==> src/rtl/rfm_pkg.sv <==
package rfm_pkg;
    typedef logic [7:0] byte_t;

    typedef enum logic [1:0] {
        RING_INTACT = 2'd0,
        RING_BREAK  = 2'd1,
        RING_FAILED = 2'd2
    } ring_e;

    typedef enum logic [1:0] {
        PH_IDLE = 2'd0,
        PH_WAIT = 2'd1,
        PH_EMIT = 2'd2
    } phase_e;

    typedef struct packed {
        logic  frame_ok;
        logic  lost;
        ring_e status;
    } verdict_t;

    // processed byte wins over the untouched reference; primary first
    function automatic byte_t pick_byte(byte_t ref_b, byte_t pri_b, byte_t sec_b);
        if (pri_b != ref_b)      return pri_b;
        else if (sec_b != ref_b) return sec_b;
        else                     return ref_b;
    endfunction
endpackage

==> src/rtl/rfm_capture.sv <==
module rfm_capture #(
    parameter int N = 8
) (
    input  logic              clk,
    input  logic              rst,
    input  logic              clear_i,
    input  logic              arm_i,
    input  logic [7:0]        ref_id_i,
    input  logic              in_valid_i,
    input  logic [7:0]        in_data_i,
    input  logic              in_last_i,
    output logic              have_o,
    output logic [N-1:0][7:0] frame_o
);
    localparam int CW = $clog2(N + 1);

    logic [CW-1:0]     cnt;
    logic              id_hit;
    logic [N-1:0][7:0] fbuf;

    wire take = arm_i && in_valid_i && !have_o;

    always_ff @(posedge clk) begin
        if (rst || clear_i) begin
            cnt    <= '0;
            have_o <= 1'b0;
            id_hit <= 1'b0;
        end else if (take) begin
            if (cnt == '0) id_hit <= (in_data_i == ref_id_i);
            if (in_last_i) begin
                cnt    <= '0;
                have_o <= (cnt == CW'(N - 1)) && id_hit;
            end else if (cnt != CW'(N)) begin
                cnt <= cnt + 1'b1;
            end
        end
    end

    always_ff @(posedge clk) begin
        if (take) begin
            for (int i = 0; i < N; i++)
                if (cnt == CW'(i)) fbuf[i] <= in_data_i;
        end
    end

    assign frame_o = fbuf;


    have_rise_on_end_chk: assert property (@(posedge clk) disable iff (rst)
        $rose(have_o) |-> $past(arm_i && in_valid_i && in_last_i));
endmodule

==> src/rtl/rfm_merge.sv <==
module rfm_merge
    import rfm_pkg::*;
#(
    parameter int N = 8
) (
    input  logic [N-1:0][7:0] ref_i,
    input  logic [N-1:0][7:0] pri_i,
    input  logic [N-1:0][7:0] sec_i,
    input  logic              have_pri_i,
    input  logic              have_sec_i,
    input  logic [7:0]        exp_wkc_i,
    output logic [N-1:0][7:0] merged_o,
    output verdict_t          verdict_o
);
    logic [N-1:0][7:0] both;
    logic [N-1:0]      sec_same;
    logic [7:0]        wkc_sum;

    assign wkc_sum = pri_i[N-1] + sec_i[N-1];
    assign both[0] = ref_i[0];
    assign both[N-1] = wkc_sum;
    assign sec_same[0] = 1'b1;
    assign sec_same[N-1] = 1'b1;

    for (genvar i = 1; i < N - 1; i++) begin : g_byte
        assign both[i]     = pick_byte(ref_i[i], pri_i[i], sec_i[i]);
        assign sec_same[i] = (sec_i[i] == ref_i[i]);
    end

    always_comb begin
        merged_o           = ref_i;
        verdict_o.frame_ok = 1'b0;
        verdict_o.lost     = 1'b1;
        verdict_o.status   = RING_FAILED;
        if (have_pri_i && have_sec_i) begin
            merged_o           = both;
            verdict_o.lost     = 1'b0;
            verdict_o.frame_ok = (wkc_sum == exp_wkc_i);
            if (!verdict_o.frame_ok)                    verdict_o.status = RING_FAILED;
            else if (&sec_same && sec_i[N-1] == 8'd0)   verdict_o.status = RING_INTACT;
            else                                        verdict_o.status = RING_BREAK;
        end else if (have_pri_i || have_sec_i) begin
            merged_o           = have_pri_i ? pri_i : sec_i;
            verdict_o.frame_ok = (merged_o[N-1] == exp_wkc_i);
            verdict_o.status   = verdict_o.frame_ok ? RING_BREAK : RING_FAILED;
        end
    end
endmodule

==> src/rtl/ring_frame_merger.sv <==
module ring_frame_merger
    import rfm_pkg::*;
#(
    parameter int N           = 8,
    parameter int TIMEOUT_CYC = 64
) (
    input  logic       clk,
    input  logic       rst,
    input  logic       init_i,
    input  logic       tx_valid,
    input  logic [7:0] tx_data,
    input  logic       tx_last,
    input  logic [7:0] tx_exp_wkc,
    input  logic       pri_valid,
    input  logic [7:0] pri_data,
    input  logic       pri_last,
    input  logic       sec_valid,
    input  logic [7:0] sec_data,
    input  logic       sec_last,
    output logic       out_valid,
    output logic [7:0] out_data,
    output logic       out_last,
    input  logic       out_ready,
    output logic       out_frame_ok,
    output logic       out_lost,
    output logic [1:0] ring_status
);
    localparam int IW = $clog2(N);
    localparam int TW = $clog2(TIMEOUT_CYC + 1);

    phase_e            phase;
    logic [IW-1:0]     tx_idx, out_idx;
    logic [TW-1:0]     timer;
    logic [N-1:0][7:0] ref_q, out_buf, merged;
    logic [7:0]        exp_q;
    ring_e             status_q;
    verdict_t          vq, vd;

    logic [1:0]        cap_v, cap_l, cap_have;
    logic [7:0]        cap_d  [2];
    logic [N-1:0][7:0] cap_fr [2];

    assign cap_v = {sec_valid, pri_valid};
    assign cap_l = {sec_last, pri_last};
    assign cap_d[0] = pri_data;
    assign cap_d[1] = sec_data;

    for (genvar p = 0; p < 2; p++) begin : g_port
        rfm_capture #(.N(N)) u_cap (
            .clk        (clk),
            .rst        (rst),
            .clear_i    (phase == PH_IDLE),
            .arm_i      (phase == PH_WAIT),
            .ref_id_i   (ref_q[0]),
            .in_valid_i (cap_v[p]),
            .in_data_i  (cap_d[p]),
            .in_last_i  (cap_l[p]),
            .have_o     (cap_have[p]),
            .frame_o    (cap_fr[p])
        );
    end

    rfm_merge #(.N(N)) u_merge (
        .ref_i      (ref_q),
        .pri_i      (cap_fr[0]),
        .sec_i      (cap_fr[1]),
        .have_pri_i (cap_have[0]),
        .have_sec_i (cap_have[1]),
        .exp_wkc_i  (exp_q),
        .merged_o   (merged),
        .verdict_o  (vd)
    );

    wire window_end = (cap_have == 2'b11) || (timer == TW'(TIMEOUT_CYC - 1));

    always_ff @(posedge clk) begin
        if (rst) begin
            phase    <= PH_IDLE;
            tx_idx   <= '0;
            out_idx  <= '0;
            timer    <= '0;
            exp_q    <= '0;
            status_q <= RING_INTACT;
            vq       <= '0;
            ref_q    <= '0;
            out_buf  <= '0;
        end else begin
            case (phase)
                PH_IDLE: if (tx_valid) begin
                    for (int i = 0; i < N; i++)
                        if (tx_idx == IW'(i)) ref_q[i] <= tx_data;
                    if (tx_last) begin
                        exp_q  <= tx_exp_wkc;
                        tx_idx <= '0;
                        timer  <= '0;
                        phase  <= PH_WAIT;
                    end else if (tx_idx != IW'(N - 1)) begin
                        tx_idx <= tx_idx + 1'b1;
                    end
                end
                PH_WAIT: begin
                    timer <= timer + 1'b1;
                    if (window_end) begin
                        if (cap_have != 2'b00) begin
                            out_buf  <= merged;
                            vq       <= vd;
                            out_idx  <= '0;
                            status_q <= (status_q == RING_FAILED) ? RING_FAILED : vd.status;
                            phase    <= PH_EMIT;
                        end else begin
                            status_q <= RING_FAILED;
                            phase    <= PH_IDLE;
                        end
                    end
                end
                PH_EMIT: if (out_ready) begin
                    if (out_idx == IW'(N - 1)) phase <= PH_IDLE;
                    else                       out_idx <= out_idx + 1'b1;
                end
                default: phase <= PH_IDLE;
            endcase
            if (init_i) status_q <= RING_INTACT;
        end
    end

    assign out_valid    = (phase == PH_EMIT);
    assign out_data     = out_buf[out_idx];
    assign out_last     = out_valid && (out_idx == IW'(N - 1));
    assign out_frame_ok = vq.frame_ok;
    assign out_lost     = vq.lost;
    assign ring_status  = status_q;


    hold_under_stall_chk: assert property (@(posedge clk) disable iff (rst)
        out_valid && !out_ready |=> out_valid && $stable(out_data) && $stable(out_last));

    fail_sticky_chk: assert property (@(posedge clk) disable iff (rst)
        ring_status == 2'(RING_FAILED) && !init_i |=> ring_status == 2'(RING_FAILED));

    init_clears_chk: assert property (@(posedge clk) disable iff (rst)
        init_i |=> ring_status == 2'(RING_INTACT));

    verdict_hold_chk: assert property (@(posedge clk) disable iff (rst)
        out_valid && $past(out_valid) |-> $stable(out_frame_ok) && $stable(out_lost));
endmodule

==> config.mk <==
export PLATFORM = sky130hd
export DESIGN_NAME = ring_frame_merger
export DESIGN_NICKNAME = d
export VERILOG_FILES = /design/src/rtl/rfm_pkg.sv /design/src/rtl/rfm_capture.sv /design/src/rtl/rfm_merge.sv /design/src/rtl/ring_frame_merger.sv
export SDC_FILE = /design/constraint.sdc
export NUM_CORES = 1
export LEC_CHECK = 0
export BUFFER_PORTS_ARGS = -buffer_cell sky130_fd_sc_hd__buf_4
export CAP_MARGIN = 20
export CORE_MARGIN = 1
export CORE_UTILIZATION = 35
export DETAILED_ROUTE_END_ITERATION = 12
export SYNTH_ARGS = -nofsm -noshare
export SYNTH_HDL_FRONTEND = slang
export SYNTH_SLANG_ARGS = --single-unit
==> constraint.sdc <==
create_clock -name clk -period 6.7 [get_ports clk]
set_input_delay 0 -clock clk [delete_from_list [all_inputs] [get_ports clk]]
set_output_delay 0 -clock clk [all_outputs]
set_load 0.1 [all_outputs]
==> results of run 1 <==
[how the worst max path moves through the flow]
| stage | startpoint | to | slack (ns) | cells after the start |
|---|---|---|---|---|
| global route | phase[0] | g_port[1].u_cap.id_hit | 3.52 | 6 |
| floorplan | phase[1] | out_last | 3.87 | 3 |
| CTS | phase[0] | g_port[1].u_cap.frame_o[4] | 3.76 | 4 |
| global placement | phase[0] | g_port[1].u_cap.id_hit | 3.82 | 6 |
| finish | phase[0] | g_port[1].u_cap.frame_o[4] | 3.77 | 4 |
| detailed placement | phase[0] | g_port[1].u_cap.frame_o[2] | 3.77 | 4 |
[routing by layer]
metal | wire (microns) | share of wire, % | vias up | global-route usage, %
met5 | 0 | 0 | - | 0
met1 | 19400 | 43 | 5217 | 29.3
li1 | - | - | 4913 | -
met2 | 21000 | 47 | 403 | 35.7
met4 | 1240 | 2.8 | 0 | 6.58
met3 | 3260 | 7.3 | 64 | 2.54
[cell usage in the layout (no fill, tap or decap), types with 48 or more instances in the layout]
cell	n
sky130_fd_sc_hd__xor2_1	50
sky130_fd_sc_hd__xnor2_1	83
sky130_fd_sc_hd__a21oi_1	59
sky130_fd_sc_hd__buf_4	64
sky130_fd_sc_hd__nor2_1	121
sky130_fd_sc_hd__a22oi_1	74
sky130_fd_sc_hd__dlygate4sd3_1	48
sky130_fd_sc_hd__mux2i_1	93
sky130_fd_sc_hd__nand2_1	96
sky130_fd_sc_hd__edfxtp_1	128
sky130_fd_sc_hd__dfxtp_1	158
[registers in the layout, indices dropped and copies added (netlist names), 3 cells and up]
signal and cells:
g_port.u_cap.cnt 8, out_idx 3, tx_idx 3, exp_q 8, timer 7, g_port.u_cap.frame_o 128
ref_q 57, out_buf 64
[area by class of cell]
type | instances | area, sq um | area share [%]
clock buffer | 45 | 920 | 5.59
clock inverter | 13 | 73.8 | 0.448
multi-input combinational | 924 | 6730 | 40.8
tap | 525 | 657 | 3.99
timing repair buffer | 113 | 981 | 5.96
inverter | 15 | 56.3 | 0.342
sequential | 288 | 7050 | 42.8
[report_power, final]
group	switching, mW	internal, mW
logic	0.108	0.0650
registers	0.0143	1.84
clock network	0.713	0.949
[repair_timing]
| action | CTS | global route |
|---|---|---|
| endpoints found under the hold margin | 217 | 0 |
| hold buffers | 48 | 0 |
| buffers inserted | 0 | 0 |
[worst max-delay path, delay by kind of cell, from the launching register on]
| kind | cells | cell delay (ns) |
|---|---|---|
| DFF | 1 | 0.40 |
| and+or+nand+nor | 4 | 2.16 |
[logic make-up (layout without fill, tap and decap cells)]
group | count (synthesis) | in the layout | synth area share, %
buffers and inverters | 89 | 186 | 2.82
flip-flops | 288 | 288 | 49.8
XOR/XNOR | 134 | 134 | 8.38
adder cells (fa/ha/maj) | 26 | 26 | 2.33
AND/OR/NAND/NOR | 366 | 366 | 12.4
multiplexers | 154 | 154 | 12.8
AO/OA/AOI/OAI | 244 | 244 | 11.6
[stage by stage]
stage               area [sq um]  std cells  hold WS (ns)  power (mW)  setup slack [ns]
floorplan                  14200       1301        0.0966        1.96              3.87
global placement           15000       1816         0.254        2.05              3.82
detailed placement         15000       1816         0.268        2.05              3.77
CTS                        16400       1922       0.00412        3.71              3.76
global route               16500       1923        0.0387        3.79              3.52
finish                     16500       1923        0.0216        3.69              3.77
==> impl_results.md, run 1 <==
- Outcome: complete, no violations
- Initial cell density of the core: 35.6%
- Largest cells by area after synthesis: sky130_fd_sc_hd__edfxtp_1 (27%), sky130_fd_sc_hd__dfxtp_1 (23%), sky130_fd_sc_hd__mux2i_1 (6.6%)
- Maximum clock rate: 341 MHz
- Final HPWL DP: 31200 microns
- Category of the worst setup path capture point: register
- Top cell type's share of synthesized area: 27.1%
- Utilization after layout: 41.3%
- Synthesized net count: 1368
- Type of the tightest min-delay check: in2reg
- Instance count along the most critical hold path: 4
- Quantity of I/O buffers inserted on ports: 55
- Pins over their slew limit: 0
- CP cell instances: nor2b_1, nand3_1, nor3_1, and2_1
- Clock Root Buffer: sky130_fd_sc_hd__clkbuf_16
- Cell area after technology mapping: 14200 sq um
- Area growth syn-to-layout: 16.3%
- Max incr delay on CP: 0.77 ns
- Number of sinks handled by clock tree synthesis: 288
- Ratio of final minimum period to clock period: 43.7%
- Number of DRC violations after detailed routing: 0
- Floorplan die width: 203 microns
- Total GRT Usage: 21.5%
- Antenna violations before repair: 0
- Yosys top cell by area: sky130_fd_sc_hd__edfxtp_1
- Core Region: 39800 sq um
- Flop-to-flop setup slack: 3.77 ns
- Register area share after synthesis: 49.8%
- Number of inserted diodes: 0
- Total negative setup slack: 0 ns
- Fraction of synthesis flops using an asynchronous set or reset pin: 0%
- Endpoint of the worst hold-timing path: g_port[1].u_cap.cnt[3]
- Clock buffer depth: 3
- #FFs+latches synth: 288
- Worst R2R End: g_port[1].u_cap.frame_o[4]
- Number of levels the H-tree was split into: 1
- Overall die height: 203 microns
- Final setup violating endpoints: 0
- EDFF count, synth: 128
- CTS buffer count: 31
- Mapped Avg Cell Area: 10.9 sq um
- Fraction of final layout cells sized beyond drive strength 1: 14.3%
- Flip-flop cell with the highest count after synthesis: sky130_fd_sc_hd__dfxtp_1
- Measured slew at the worst slew-check pin: 1.06 ns
- Maximum resistive drop on vdd: 0.168 mV
- Power per standard cell area: 224 nW/um^2
- Area enclosed by the die boundary: 41300 sq um
- First-pass GRT wire length: 66300 microns
- 1st-pass router iterations: 5
- Number of global-route vias before repair: 10193
- Library cells used by synthesis: 71
- Min Clock Period, post-route: 2.93 ns
- Cell with the most instances after synthesis: sky130_fd_sc_hd__dfxtp_1
- Vias per inst: 5.51
- Top post-synthesis cells by count: sky130_fd_sc_hd__dfxtp_1 (160), sky130_fd_sc_hd__edfxtp_1 (128), sky130_fd_sc_hd__nor2_1 (121)
- DR iter-0 viols: 883
- Warning count from the yosys run: 0
- WS Path Type: reg2reg
- I/O pin cnt: 56
- Maximum number of pins on one net before global-route repair: 63
- Overall via count from detail_route: 10597
- Nets: 1440
- Data arrival time of the worst path: 3.14 ns
- Origin of the worst min-delay path: sec_valid
- Count of cells resized by post-cts repair: 0
- Reg clk slew, reported paths: 0.06 ns
- Setup repair after global routing missed its margin: false
- Layout filler cell count: 3887
- Antenna violation net count after detailed routing: 0
- Data required time at the worst endpoint: 6.91 ns
- Overflow left after global routing: 0
- Standard-cell row count: 73
- Clock latency on the worst-skew pair: 0.57 ns
- CP Launch Type: register
- Cell with the biggest individual delay on the critical path: sky130_fd_sc_hd__nor2b_1
- Total wire length: 44900 microns
- Worst R2R Start: phase[0]
- Leakage power total: 5.69 nW
- Post-synthesis instance total: 1301
- Slew Limit Headroom: 29.0%
- Clk_skew: 0.0176 ns
- Worst reg2reg path depth: 4
- Wire length per cell: 23.3 microns
- GPL Wtd Cong: 0.915
- Endpoints failing hold: 0
- Max-cap viol count: 0
- Clock tree from TritonCTS: built
- Largest fanout of any net on the critical path: 10
No activity file was read; power rests on OpenSTA's default activity.
==> run 2, diff against run 1 <==
==> constraint.sdc (replaced) <==
create_clock -name clk -period 2.94 [get_ports clk]
set_input_delay 0 -clock clk [delete_from_list [all_inputs] [get_ports clk]]
set_output_delay 0 -clock clk [all_outputs]
set_load 0.1 [all_outputs]
==> run 2 against run 1 <==
  * The run now ends with negative hold slack left
  * Clock skew increased by 0.019 ns
  * Utilization grew 0.74 points
  * Global-route usage is 1.2 points higher
  * Sequential power up 130%
  * Sequential cell count is the same
  * Sequential share of layout area fell by 0.75 points
  * Die area stayed put
  * Critical path type unchanged
  * Critical endpoint is now exp_q[1]
  * Largest power group unchanged
==> impl_results.md, run 2 (synthesized netlist as in run 1, its figures left out) <==
- Setup repair after global routing missed its margin: false
- Final HPWL DP: 31900 microns
- Commonest non-fill, non-tap cell in the layout: sky130_fd_sc_hd__dfxtp_1
- Largest fanout of any net on the critical path: 8
- Area enclosed by the die boundary: 41300 sq um
- DR iter-0 viols: 1052
- Layout filler cell count: 3827
- GPL Wtd Cong: 0.905
- Total GRT Usage: 22.7%
- Type of the tightest min-delay check: in2reg
- Vias per inst: 5.59
- Final hold slack: -0.00790 ns
- CTS buffer count: 31
- Clk_skew: 0.0369 ns
- Antenna violation net count after detailed routing: 0
- 1st-pass router iterations: 5
- I/O pin cnt: 56
- Reg clk slew, reported paths: 0.06 ns
- Overall die height: 203 microns
- Number of levels the H-tree was split into: 1
- Data arrival time of the worst path: 3.22 ns
- Total wire length: 46800 microns
- Core Region: 39800 sq um
- Maximum resistive drop on vdd: 0.466 mV
- Maximum clock rate: 369 MHz
- Total placed instance area: 15100 sq um
- Overall via count from detail_route: 10892
- Failing checks: negative hold slack
- Clock Root Buffer: sky130_fd_sc_hd__clkbuf_16
- WS Path Type: reg2reg
- Layout Cell Area excl Fill: 16800 sq um
- Final setup violating endpoints: 0
- Area growth syn-to-layout: 18.3%
- Data required time at the worst endpoint: 3.45 ns
- Initial cell density of the core: 35.6%
- Number of inserted diodes: 0
- Wire length per cell: 24.1 microns
- Nets: 1464
- Quantity of I/O buffers inserted on ports: 55
- Leading cell types in the layout, fill and taps excluded: sky130_fd_sc_hd__dfxtp_1 (158), sky130_fd_sc_hd__edfxtp_1 (128), sky130_fd_sc_hd__nor2_1 (121)
- CP Launch Type: register
- Maximum number of pins on one net before global-route repair: 88
- Measured slew at the worst slew-check pin: 1.07 ns
- Setup fix buffers added after clock tree synthesis: 0
- Total negative setup slack: 0 ns
- Antenna violations before repair: 1
- Pins over their slew limit: 0
- Fraction of final layout cells sized beyond drive strength 1: 15.3%
- Slew Limit Headroom: 28.7%
- Min Clock Period, post-route: 2.71 ns
- Leakage power total: 5.81 nW
- Overflow left after global routing: 0
- Standard-cell row count: 73
- Ratio of final minimum period to clock period: 92.1%
- Number of DRC violations after detailed routing: 0
- Endpoints failing hold: 1
- First-pass GRT wire length: 69500 microns
- Flip-flop count of the largest register after layout: 128
- Number of global-route vias before repair: 10502
- Outcome: complete, but fails checks
- Max-cap viol count: 0
- Category of the worst setup path capture point: register
- Clock buffer depth: 3
- Floorplan die width: 203 microns
- Clock latency on the worst-skew pair: 0.60 ns
- Number of sinks handled by clock tree synthesis: 288
- Power per standard cell area: 525 nW/um^2
- Clock tree from TritonCTS: built
## run 2: cell count changes in the layout (fill, tap and decap cells not counted), moves of 2 or more
cell                            delta
sky130_fd_sc_hd__buf_4            +16
sky130_fd_sc_hd__clkinv_2          -4
sky130_fd_sc_hd__bufinv_16         +5
sky130_fd_sc_hd__clkinv_1          +2
sky130_fd_sc_hd__dlygate4sd3_1     +7
sky130_fd_sc_hd__clkinvlp_4        +4
sky130_fd_sc_hd__clkbuf_8          -7
sky130_fd_sc_hd__clkinv_4          +2
## run 2: worst max-delay path, cell delays in order, from the launching register on
cell	delay, ns
sky130_fd_sc_hd__dfxtp_1	0.36
sky130_fd_sc_hd__nor2b_2	0.29
sky130_fd_sc_hd__nor2b_1	0.21
sky130_fd_sc_hd__buf_4	0.18
sky130_fd_sc_hd__and2_2	0.26
sky130_fd_sc_hd__nand2_1	0.07
sky130_fd_sc_hd__dlygate4sd3_1	0.56
sky130_fd_sc_hd__a21oi_1	0.14
sky130_fd_sc_hd__dlygate4sd3_1	0.56
## run 2: power breakdown
group          leakage (nW)  internal [mW]  total, mW  switching [mW]
registers              2.44           4.20       4.23          0.0330
logic                  2.85          0.159      0.420           0.261
clock network         0.518           2.43       4.15            1.72
## run 2: layer usage
layer	routed length (microns)	part of all wire [%]	global-route usage, %
met2	21600	46	36.5
met3	3780	8.1	3.07
met5	0	0	0
met4	1810	3.9	9.45
met1	19700	42	30.7
## run 2: worst paths after layout
kind / from / end / slack (ns) / cells after the start
max: phase[0] / exp_q[1] / 0.23 / 8
min: sec_valid / g_port[1].u_cap.cnt[2] / -0.008 / 4
max reg2reg: phase[0] / exp_q[1] / 0.23 / 8
min reg2reg: out_buf[56] / out_buf[56] / 0.47 / 2
## run 2: what timing repair did
action | 4_1_cts | 5_1_grt
gates resized for setup | 0 | 2
hold buffers | 55 | 0
endpoints found under the hold margin | 219 | 0
setup endpoints to repair | 0 | 7
## run 2: area by class of cell
| type | instances | area [sq um] | area share, % |
|---|---|---|---|
| multi-input cells | 924 | 6730 | 40.1 |
| repair buffers | 137 | 1190 | 7.11 |
| flip-flops and latches | 288 | 7050 | 42.1 |
| clock buffers | 36 | 815 | 4.86 |
| inverters | 15 | 56.3 | 0.336 |
| well taps | 525 | 657 | 3.92 |
| clock inverters | 22 | 259 | 1.55 |
## run 2: through the flow
stage	instances	total power, mW	utilization, %	setup WS (ns)
2_1_floorplan	1301	4.48	-	0.112
3_3_place_gp	1834	4.68	38.0	0.301
3_5_place_dp	1834	4.68	38.0	0.283
4_1_cts	1947	8.82	42.1	0.0866
5_1_grt	1947	9.02	42.1	0.0765
6_report	1947	8.80	42.1	0.233
==> run 3, diff against run 2 <==
--- a/config.mk
+++ b/config.mk
@@ -7,7 +7,6 @@
 export LEC_CHECK = 0
 export BUFFER_PORTS_ARGS = -buffer_cell sky130_fd_sc_hd__buf_4
 export CAP_MARGIN = 20
-export CORE_MARGIN = 1
 export CORE_UTILIZATION = 35
 export DETAILED_ROUTE_END_ITERATION = 12
 export SYNTH_ARGS = -nofsm -noshare
==> constraint.sdc (replaced) <==
create_clock -name clk -period 3.4 [get_ports clk]
set_input_delay 0 -clock clk [delete_from_list [all_inputs] [get_ports clk]]
set_output_delay 0 -clock clk [all_outputs]
set_load 0.1 [all_outputs]
==> run 3 against run 2 <==
  * Worst setup slack better by 0.13 ns
  * The run now ends clean
  * Largest power group is now clock
  * Clock power down 5%
  * Global-route usage down 0.38 points
  * Worst hold slack better by 0.058 ns
  * Fmax down 11%
  * Wire length down 1.5%
  * Largest cell class unchanged
==> impl_results.md, run 3 (synthesized netlist as in run 1, its figures left out) <==
- Cell with the biggest individual delay on the critical path: sky130_fd_sc_hd__dlygate4sd3_1
- Number of sinks handled by clock tree synthesis: 288
- Clock power share: 49.6%
- Largest fanout of any net on the critical path: 8
- Number of DRC violations after detailed routing: 0
- Number of buffers and inverters on the critical path: 2
- Maximum resistive drop on vdd: 0.364 mV
- Part of the total power dissipated in combinational logic: 4.4%
- Metal1 wirelength: 20100 microns
- Outcome: complete, no violations
- Maximum number of pins on one net before global-route repair: 68
- Measured slew at the worst slew-check pin: 0.870 ns
- First-pass GRT wire length: 68600 microns
- Floorplan die width: 203 microns
- Area growth syn-to-layout: 18.4%
- Total wire length: 46200 microns
- Utilization after layout: 42.1%
- Number of inserted diodes: 0
- Area enclosed by the die boundary: 41300 sq um
- Leading cell types in the layout, fill and taps excluded: sky130_fd_sc_hd__dfxtp_1 (158), sky130_fd_sc_hd__edfxtp_1 (128), sky130_fd_sc_hd__nor2_1 (121)
- GPL Wtd Cong: 0.923
- Share of power burned in registers: 46.0%
- 1st-pass router iterations: 5
- Met2 routed WL: 21500 microns
- Clk_skew: 0.0148 ns
- Standard-cell row count: 73
- Internal portion of total power: 6.29 mW
- Clock tree from TritonCTS: built
- Max incr delay on CP: 0.57 ns
- Core Region: 39800 sq um
- Overall die height: 203 microns
- Final HPWL DP: 32100 microns
- Proportion of total power due to net switching: 21.0%
- Endpoints failing hold: 0
- Setup repair after global routing missed its margin: false
- Power per standard cell area: 474 nW/um^2
- Data arrival time of the worst path: 3.55 ns
- Clock Root Buffer: sky130_fd_sc_hd__clkbuf_16
- Max-cap viol count: 0
- Leakage power total: 5.82 nW
- I/O pin cnt: 56
- Wire length per cell: 23.8 microns
- Overflow left after global routing: 0
- Vias per inst: 5.61
- Kind of cell adding the most delay to the critical path: simple AND/OR/NAND/NOR gates
- Overall power of the completed layout: 7.96 mW
- Type of the tightest min-delay check: in2reg
- Layout Cell Area excl Fill: 16800 sq um
- Initial cell density of the core: 35.6%
- Switching power summed over all nets: 1.67 mW
- Ratio of final minimum period to clock period: 89.3%
- Commonest non-fill, non-tap cell in the layout: sky130_fd_sc_hd__dfxtp_1
- Clock buffer depth: 3
- Flip-flop count of the largest register after layout: 128
- CP cell instances: nor2b_1, nor2b_1, and2_1, nand2_1, dlygate4sd3_1, a21oi_1, dlygate4sd3_1
- Nets: 1455
- Overall via count from detail_route: 10857
- Pins over their slew limit: 0
- Reg clk slew, reported paths: 0.06 ns
- Setup fix buffers added after clock tree synthesis: 0
- Slew Limit Headroom: 41.8%
- Total GRT Usage: 22.3%
- DR iter-0 viols: 1118
- Min Clock Period, post-route: 3.03 ns
- Category of the worst setup path capture point: register
- Met3 routed wirelength: 3240 microns
- Count of cells resized by post-cts repair: 0
- Number of global-route vias before repair: 10532
- Number of levels the H-tree was split into: 1
- Antenna violations before repair: 3
- Data required time at the worst endpoint: 3.91 ns
- Maximum clock rate: 330 MHz
- Final setup violating endpoints: 0
- CP Launch Type: register
- CTS buffer count: 31
- Total placed instance area: 15000 sq um
- Quantity of I/O buffers inserted on ports: 55
- Total negative setup slack: 0 ns
- Fraction of final layout cells sized beyond drive strength 1: 14.3%
- WS Path Type: reg2reg
- Highest layer used for signal routing: met5
- Clock latency on the worst-skew pair: 0.58 ns
- Antenna violation net count after detailed routing: 0
run 3: metrics by stage:
step,cells,setup WS [ns],hold WS [ns]
after global routing,1937,0.110,0.107
after CTS,1937,0.423,0.0382
after global placement,1826,0.836,0.248
after detailed placement,1826,0.714,0.258
after floorplan,1301,0.572,0.0966
final,1937,0.365,0.0504
run 3: worst paths after layout:
check	startpoint	to	slack (ns)	cells past startpoint
setup / recovery	phase[0]	exp_q[5]	0.37	7
hold / removal	sec_valid	g_port[1].u_cap.cnt[3]	0.05	4
setup reg to reg	phase[0]	exp_q[5]	0.37	7
hold reg to reg	out_buf[61]	out_buf[61]	0.45	2
run 3: cell type report:
type / instances / area [sq um]
flip-flops and latches: 288 / 7050
clock inverters: 18 / 368
repair buffers: 128 / 1100
inverters: 15 / 56.3
well taps: 525 / 657
clock buffers: 39 / 816
multi-input cells: 924 / 6720
fillers: 3791 / 23100
run 3: what timing repair did:
| action | CTS | global route |
|---|---|---|
| hold endpoints to repair | 219 | 0 |
| endpoints found under the setup margin | 0 | 0 |
| hold buffers | 54 | 0 |
run 3: power groups by stage:
stage          Sequential, mW  Clock [mW]  Combinational (mW)
3_5_place_dp             3.74           0               0.299
6_report                 3.66        3.95               0.347
2_1_floorplan            3.73           0               0.140
3_3_place_gp             3.74           0               0.298
4_1_cts                  3.66        3.99               0.347
5_1_grt                  3.66        4.11               0.372
run 3: routing by layer:
| metal | GRT usage (%) | vias up |
|---|---|---|
| li1 | - | 4930 |
| met1 | 30.5 | 5431 |
| met2 | 36.8 | 424 |
| met3 | 3.04 | 70 |
| met4 | 6.50 | 2 |
| met5 | 0 | - |
run 3: tightest hold or removal path: stages:
cell and delay, ns:
sky130_fd_sc_hd__buf_4 0.09, sky130_fd_sc_hd__nand3_1 0.19, sky130_fd_sc_hd__o21ai_0 0.22, sky130_fd_sc_hd__a21oi_1 0.07
